==> config.mk <==
export PLATFORM = sky130hd
export DESIGN_NAME = scl_timer
export DESIGN_NICKNAME = d
export VERILOG_FILES = /design/src/rtl/scl_timer.sv
export SDC_FILE = /design/constraint.sdc
export NUM_CORES = 1
export LEC_CHECK = 0
export ABC_AREA = 1
export BUFFER_PORTS_ARGS = -buffer_cell sky130_fd_sc_hd__buf_2
export CAP_MARGIN = 20
export CORE_MARGIN = 2
export CORE_UTILIZATION = 50
export CTS_BUF_LIST = sky130_fd_sc_hd__clkbuf_16
export DETAILED_ROUTE_END_ITERATION = 6
export GPL_TIMING_DRIVEN = 0
export PLACE_DENSITY_LB_ADDON = 0.15
export SLEW_MARGIN = 30
export SYNTH_ARGS = -nofsm -noshare
export SYNTH_HDL_FRONTEND = slang
export SYNTH_SLANG_ARGS = --single-unit
==> constraint.sdc <==
create_clock -name clk -period 7.3 [get_ports clk]
set_input_delay 0.365 -clock clk [delete_from_list [all_inputs] [get_ports clk]]
set_output_delay 0.365 -clock clk [all_outputs]
set_load 0.05 [all_outputs]
==> src/rtl/scl_timer.sv <==
module scl_timer #(
  parameter int DW    = 12,
  parameter int LO_W  = 10,
  parameter int FILT  = 15
) (
  input  logic              clk,
  input  logic              rst_n,
  input  logic              run,
  input  logic [LO_W-1:0]   div_lo,
  input  logic [DW-LO_W-1:0] div_ext,
  input  logic [DW-1:0]     low_cnt,
  input  logic              hl_mode,
  output logic              scl_o,
  output logic              scl_low,
  output logic              tick_sda,
  output logic              tick_sample
);
  localparam int CW = DW + 2;

  logic [DW-1:0] div_raw;
  logic [CW-1:0] div_eff, low_eff, low_len, high_len, cnt_q, cur_len;
  logic          scl_q, active_q, last;

  assign div_raw  = {div_ext, div_lo};
  assign div_eff  = (div_raw == '0) ? CW'(1) : CW'(div_raw);
  assign low_eff  = (low_cnt == '0) ? CW'(1) : CW'(low_cnt);
  assign low_len  = hl_mode ? low_eff : (div_eff << 1);
  assign high_len = hl_mode ? (div_eff + CW'(FILT)) : ((div_eff << 1) + CW'(FILT));
  assign cur_len  = scl_q ? high_len : low_len;
  assign last     = (cnt_q >= cur_len - CW'(1));

  always_ff @(posedge clk or negedge rst_n) begin
    if (!rst_n) begin
      scl_q    <= 1'b1;
      active_q <= 1'b0;
      cnt_q    <= '0;
    end else if (!run) begin
      scl_q    <= 1'b1;
      active_q <= 1'b0;
      cnt_q    <= '0;
    end else if (!active_q) begin
      scl_q    <= 1'b0;
      active_q <= 1'b1;
      cnt_q    <= '0;
    end else if (last) begin
      scl_q <= ~scl_q;
      cnt_q <= '0;
    end else begin
      cnt_q <= cnt_q + CW'(1);
    end
  end

  assign scl_o       = scl_q;
  assign scl_low     = ~scl_q;
  assign tick_sda    = active_q && !scl_q && (cnt_q == (low_len >> 1));
  assign tick_sample = active_q && scl_q && (cnt_q == (high_len >> 1));
endmodule

==> results by stage, run 1 <==
Power:
- For this design the static power due to leakage is roughly 0.0016 uW.
- The maximum resistive drop on vdd is between 0.1 and 0.15 mV.
- Dividing total power by cell area gives a power density of ~120 mW/mm2.
- Summing internal, switching and leakage power gives 370 uW.

Critical path:
- For the worst flop-to-flop path, the logic depth is 20.
- The worst register-to-register path ends at cnt_q[7].
- The worst setup path is captured at a flop.
- The worst setup path is launched from a primary input.
- On the worst path, the slowest cell contributes a delay of between 0.4 and 0.5 ns.
- The slowest stage cell on the critical path is sky130_fd_sc_hd__clkbuf_1.
- The category of the critical setup timing path is in2reg.
- Data on the critical path arrives at its endpoint at roughly 4.4 ns.
- For flop-to-flop paths, the worst setup slack is 3.31 ns.
- For the worst setup path, the data required time is ~7.4 ns.
- The reg-to-reg startpoint is scl_o.
- The critical path's most frequent cell is sky130_fd_sc_hd__nand2_1.
- The largest driver fanout on the critical path is 10.

Synthesis:
- The count of different cell masters after synthesis is 40.
- The share of the synthesized area in the top cell type is 0.139.
- The synthesized area divided by synthesized cell count is 6.23 um2.
- For this run, the register share of the synthesized area comes to 0.139.
- The commonest register cell after synthesis is sky130_fd_sc_hd__dfrtp_1.
- Yosys printed 0 warnings.
- For this run, asynchronously set or reset flops after synthesis account for 1.00.
- The cell area that synthesis handed to floorplanning was 0.00289 mm2.
- Summed over all instances, the cell type with the most area after synthesis is sky130_fd_sc_hd__nand2_1.
- After synthesis the netlist holds a flip-flop and latch count of 16.
- Ranked by total cell area, the synthesized netlist is headed by sky130_fd_sc_hd__nand2_1, sky130_fd_sc_hd__dfrtp_1, sky130_fd_sc_hd__xor2_1.
- The number of enable flip-flop cells after synthesis is 0.
- After technology mapping, the gate count stands at 464.
- The net count after synthesis is 509.

Die:
- The core region is 0.00554 mm2.
- For this configuration, the core starts out at a cell density of 0.522.
- During I/O placement, the number of pins put on the boundary was 32.
- The die covers around 0.0064 mm2.
- Row generation in the floorplan step produced 27 rows.
- From bottom edge to top edge, the die measures 80.0 um.
- The x dimension of the die is 80.0 um.

Finish:
- The most common cell after layout, fill and taps aside is sky130_fd_sc_hd__nand2_1.
- In the layout the commonest cells are sky130_fd_sc_hd__nand2_1, sky130_fd_sc_hd__inv_1, sky130_fd_sc_hd__nor2_1, sky130_fd_sc_hd__nand3_1, sky130_fd_sc_hd__buf_2.
- The final layout contains 543 nets.
- The area added between synthesis and finish is 10.9%.
- The ratio of cells with drive above 1 in the final layout is 0.239.
- The utilization of the core after routing is 0.578.
- The number of antenna repair diodes is 0.

Route:
- The detailed-route wire length is 8170 um.
- The first-pass iteration count of the detailed router is 6.
- The via count is 3080.
- In this run, the number of DRC markers left after iteration 0 of detailed routing was between 200 and 300.
- Using the TritonRoute via totals, the vias-per-cell ratio works out to 5.41.
- For this run, design rule violations remaining after detail routing come to 0.
- The number of nets still failing antenna checks after routing is 0.
- After detailed routing, the average wire length per cell comes to 14.4 um.

STA:
- Adding up every negative setup slack in the final design gives 0 ns.
- The transition at the pin with the smallest max-transition slack is 0.563 ns.
- The post-route fraction of the period consumed by the critical path is 0.589.
- The number of slew-limit violations in the final report was 0.
- The number of endpoints with negative hold slack in the final report was 0.
- Static timing analysis puts the maximum clock frequency at 233 MHz.
- Setup violations remaining at the end of the flow were counted as 0.
- On the final layout, the worst clock skew is 0.00485 ns.
- Setup repair after global routing left no endpoint under its margin.
- The post-route minimum period is 4.30 ns.
- The worst slew margin relative to its limit is 0.621.

GRT:
- Entering global routing, the biggest net connects 17 pins.
- The global-route wire length before repair is roughly 14000 um.
- The combined global-route utilization of all metal layers is 0.273.
- The number of antenna violations at the first check in global routing is 0.
- The number of global-route vias before repair is 2890.
- The overall overflow remaining after global route is 0.

Clocking:
- After clock tree synthesis, the clock-pin slew on the worst setup and hold paths is 0.05 ns.
- The count of clock tree sinks is 16.
- The clock tree from TritonCTS is yes.
- The source-to-sink clock delay at the later pin of the worst-skew pair is approximately 0.25 ns.
- The longest clock path from root to sink contains 2 buffers.
- The TritonCTS buffer count is 3.
- In this run the number of H-tree levels came out at 1.
- Post-CTS timing repair inserted 0 buffers for setup.
- Post-CTS repair changed the size of 0 cells.
- The tree is rooted in a sky130_fd_sc_hd__clkbuf_16.
- The hold-fix buffer count after cts is 0.

Placement:
- The number of buffers added on ports is 29.
- The wire-length estimate of the detail-placed layout is 6770 um.
- The routability congestion estimate is 0.921.

Flow run:
- The number of max-capacitance violations reported is 0.

Min path:
- The tightest min-delay check is of the in2async type.

Run status:
- The run finished with clean final reports.
[worst max path at each step]
stage	startpoint	end	slack [ns]	cells past startpoint
floorplan	div_lo[5]	cnt_q[11]	3.56	28
global placement	div_lo[4]	cnt_q[11]	2.86	29
detailed placement	div_lo[4]	cnt_q[11]	2.78	29
CTS	div_lo[4]	cnt_q[7]	3.01	29
global route	div_lo[4]	cnt_q[11]	2.58	29
finish	div_lo[4]	cnt_q[7]	3.00	29
[cells in the mapped netlist (all sizes together), types with 2 or more instances]
| cell | instances |
|---|---|
| o22ai | 3 |
| xor2 | 25 |
| nor2 | 63 |
| xnor2 | 2 |
| or2 | 2 |
| nor3b | 3 |
| ha | 17 |
| dfrtp | 15 |
| nor3 | 10 |
| nand3b | 2 |
| buf | 10 |
| nand2 | 134 |
| nand4 | 13 |
| nor4 | 2 |
| o21ai | 25 |
| a21oi | 14 |
| o211ai | 2 |
| inv | 65 |
| a31oi | 2 |
| nand3 | 50 |
[metal layers]
layer,GRT usage,up-vias,routed length [um]
li1,-,1570,-
met1,0.389,1425,3860
met2,0.469,81,3770
met3,0.0238,4,512
met4,0.0153,0,23
met5,0,-,0
[worst max-delay path: cells and delay by family]
| kind | cells | cell delay, ns |
|---|---|---|
| AOI/OAI and AO/OA | 4 | 0.39 |
| xor gates and xnor gates | 1 | 0.15 |
| adders and majority gates | 3 | 0.81 |
| buffers and inverters | 6 | 0.86 |
| and+or+nand+nor | 15 | 1.81 |
[final cells by class]
class                   count  area (um2)
flip-flops and latches     16         402
clock buffers               3        75.1
well taps                  72        90.1
inverters                  65         244
repair buffers             29         145
fillers                   593        2340
multi-input cells         372        2170
plain buffers              11        76.3
clock inverters             1        3.75
[metrics by stage]
stage / hold WS (ns) / worst slack, ns / instances / cell area (um2)
floorplan: 0.0694 / 3.56 / 464 / 2890
global placement: 0.293 / 2.86 / 565 / 3130
detailed placement: 0.298 / 2.78 / 565 / 3130
CTS: 0.0374 / 3.01 / 569 / 3200
global route: 0.0592 / 2.58 / 569 / 3200
finish: 0.0256 / 3.00 / 569 / 3200
[cells by family (layout without fill, tap and decap cells)]
family                   count (synthesis)  after routing  share of synthesized area
AO/OA/AOI/OAI                           49             49                      0.102
AND/OR/NAND/NOR                        279            279                      0.493
XOR/XNOR                                27             27                     0.0818
adder cells (fa/ha/maj)                 17             17                     0.0736
buffers and inverters                   76            109                      0.111
flip-flops                              16             16                      0.139
[registers in the layout (all words and copies together), names as in the netlist]
register,flops
scl_o,1
active_q,1
cnt_q,14
[power breakdown]
| group | switching, uW | internal, uW | total (uW) | leakage (uW) |
|---|---|---|---|---|
| logic | 114 | 56.6 | 171 | 0.00137 |
| registers | 1.36 | 90.7 | 92.0 | 0.000217 |
| clock network | 34.1 | 72.6 | 107 | 0.0000385 |
No activity file was read; power rests on OpenSTA's default activity.
==> run 2: changes to the inputs <==
==> constraint.sdc (replaced) <==
create_clock -name clk -period 4.45 [get_ports clk]
set_input_delay 0.2225 -clock clk [delete_from_list [all_inputs] [get_ports clk]]
set_output_delay 0.2225 -clock clk [all_outputs]
set_load 0.05 [all_outputs]
==> results by stage, run 2 (synthesis gave the netlist of run 1 again) <==
Run status:
- The flow ran to the end, and the final reports show no timing, DRC or antenna violations.

Critical path:
- At the worst endpoint, the arrival time is 4.08 ns.
- STA classifies the critical path startpoint as a primary input.
- The critical path's most frequent cell is sky130_fd_sc_hd__nand2_1.
- The worst setup path is captured at a flop.
- The largest driver fanout on the critical path is 10.
- The biggest cell delay along the critical path is 0.32 ns.
- The slowest stage of the critical path is the sky130_fd_sc_hd__or2_2 cell.
- In this run the register-to-register setup slack is roughly 0.61 ns.
- The critical path data required time is 4.57 ns.
- The category of the critical setup timing path is in2reg.

Clocking:
- Clock-pin slew was measured on the worst setup and hold paths at 0.05 ns.
- The tree built by TritonCTS fans out to 16 sinks.
- In this run the number of H-tree levels came out at 1.
- The clock tree from TritonCTS is yes.
- Counting the buffers created by CTS gives 3.
- The clock passes through at most 2 buffers.
- The root buffer cell chosen for the clock tree is sky130_fd_sc_hd__clkbuf_16.
- The source-to-sink clock delay at the later pin of the worst-skew pair is 0.25 ns.

GRT:
- The number of antenna violations at the first check in global routing is 0.
- The first global-routing pass estimated 13600 um of wire.
- The maximum number of pins on one net before global-route repair is 17.
- The number of global-route vias before repair is 2890.
- For this run the aggregate overflow at the end of global routing stands at 0.
- Across every metal layer, demand over resource in global routing totals 0.273.

Die:
- During I/O placement, the number of pins put on the boundary was 32.
- The x dimension of the die is 80.0 um.
- For this configuration, the core starts out at a cell density of 0.522.
- The floorplan has 27 rows.
- The die footprint is 0.00640 mm2.
- The die is 80.0 um tall.
- The standard cell core area is 0.00554 mm2.

Finish:
- In the final layout, the share of cells above drive strength 1 is 0.241.
- The register with the most flip-flops is cnt_q.
- At the end of the flow, the number of nets in the layout was approximately 540.
- The utilization of the core after routing is 0.580.
- In the layout the commonest cells are sky130_fd_sc_hd__nand2_1, sky130_fd_sc_hd__inv_1, sky130_fd_sc_hd__nor2_1, sky130_fd_sc_hd__nand3_1, sky130_fd_sc_hd__buf_2.
- The area added between synthesis and finish is 11.3%.
- The count of fill cells added during filler insertion is 592.
- The number of flip-flops under the largest register name is 14.
- 0 antenna diodes ended up in the layout.
- The most common cell after layout, fill and taps aside is sky130_fd_sc_hd__nand2_1.

STA:
- The worst path in the final design needs a cycle of ~4.0 ns, including I/O delays and setup.
- Measured against its own limit, the worst slew margin works out to 0.627.
- The tightest hold path in the finished design has a slack of 0.110 ns.
- The total negative slack for setup checks is 0 ns.
- The post-route fraction of the period consumed by the critical path is 0.891.
- Setup repair after global routing left no endpoint under its margin.
- On the final layout, the worst clock skew is 0.00400 ns.
- For the pin with the worst max-slew slack, the measured transition is 0.554 ns.
- The number of slew-limit violations in the final report is 0.
- The number of endpoints with negative hold slack in the final report is 0.
- Based on the critical path, the design can be clocked at up to 252 MHz.
- Setup violations remaining at the end of the flow were counted as 0.

Power:
- The cell area power density is 189 mW/mm2.
- The logic gate share of total power is 0.464.
- IR analysis of the VDD net gives a maximum drop of between 0.2 and 0.25 mV.
- For this design the static power due to leakage is 0.00164 uW.
- The sequential power share is 0.249.
- Of the total power, the share spent switching nets is 0.405.
- Summed over all nets, the switching power comes to 246 uW.
- Of the total power, the clock network draws 0.288.
- Internal power comes to 361 uW.

Route:
- The first-pass iteration count of the detailed router is 5.
- For this block, the via count after detailed routing is 3089.
- In this run the remaining antenna-violating nets after routing total 0.
- After detailed routing, the number of remaining DRC violations is 0.
- Wires add up to 8190 um.
- In the routed layout, each cell is associated on average with a via count of 5.42.
- In the final routed layout, each cell accounts on average for ~14 um.
- The number of DRC markers in iteration 0 is 297.

Min path:
- The class of the worst hold path is in2reg.

Flow run:
- Across the run, the number of max-cap violations was 0.

Placement:
- The wire-length estimate of the detail-placed layout is about 6800 um.
- The routability congestion estimate is a little over 0.9.
- Port buffering added 29 buffers.
==> run 2: changes by cell type in the layout (fill, tap and decap cells not counted), sizes merged <==
| cell | before | now |
|---|---|---|
| dlygate4sd3 | 0 | 1 |
==> run 2: cell type report <==
| type | instances | area, um2 | share of cell area |
|---|---|---|---|
| buffer | 11 | 77.6 | 0.0241 |
| clock buffer | 3 | 75.1 | 0.0233 |
| clock inverter | 1 | 3.75 | 0.00117 |
| inverter | 65 | 244 | 0.0759 |
| multi-input combinational | 372 | 2170 | 0.674 |
| sequential | 16 | 402 | 0.125 |
| tap | 72 | 90.1 | 0.0280 |
| timing repair buffer | 30 | 155 | 0.0482 |
==> run 2: through the flow <==
| step | area (um2) | total power (uW) | setup WS, ns | cells |
|---|---|---|---|---|
| after floorplan | 2890 | 360 | 0.850 | 464 |
| after global placement | 3130 | 426 | 0.157 | 565 |
| after detailed placement | 3130 | 431 | 0.0697 | 565 |
| after CTS | 3210 | 607 | 0.299 | 570 |
| after global routing | 3220 | 656 | 0.0279 | 570 |
| final | 3220 | 607 | 0.486 | 570 |
==> run 2: worst paths after layout <==
path,from,to,cells past startpoint
hold reg to reg,cnt_q[0],cnt_q[0],1
min in group asynchronous,rst_n,cnt_q[1],2
setup / recovery,div_lo[4],cnt_q[7],29
max in group asynchronous,rst_n,scl_o,2
setup reg to reg,scl_o,cnt_q[7],19
hold / removal,run,active_q,1
==> run 2: layer usage <==
metal	vias up	share of wire	global-route usage
met1	1440	0.49	0.389
met3	2	0.040	0.0238
li1	1570	-	-
met2	77	0.47	0.469
met4	0	0.0021	0.0153
met5	-	0	0
==> run 2: worst max-delay path, delay by kind of cell <==
kind | cells | cell delay (ns)
AOI/OAI and AO/OA | 4 | 0.39
xor gates and xnor gates | 1 | 0.15
and+or+nand+nor | 15 | 1.79
buffers and inverters | 6 | 0.71
adders and majority gates | 3 | 0.81
==> run 2: what timing repair did <==
action / 4_1_cts / 5_1_grt
hold buffers: 1 / 0
resized for setup: 0 / 2
hold endpoints to repair: 15 / 0
setup endpoints to repair: 0 / 10
setup buffers: 0 / 0
==> run 2: power by group through the flow <==
stage | Sequential [uW] | Clock, uW | Combinational (uW)
after floorplan | 156 | 0 | 204
after CTS | 151 | 177 | 280
after detailed placement | 153 | 0 | 278
after global placement | 153 | 0 | 273
after global routing | 151 | 187 | 318
final | 151 | 175 | 281
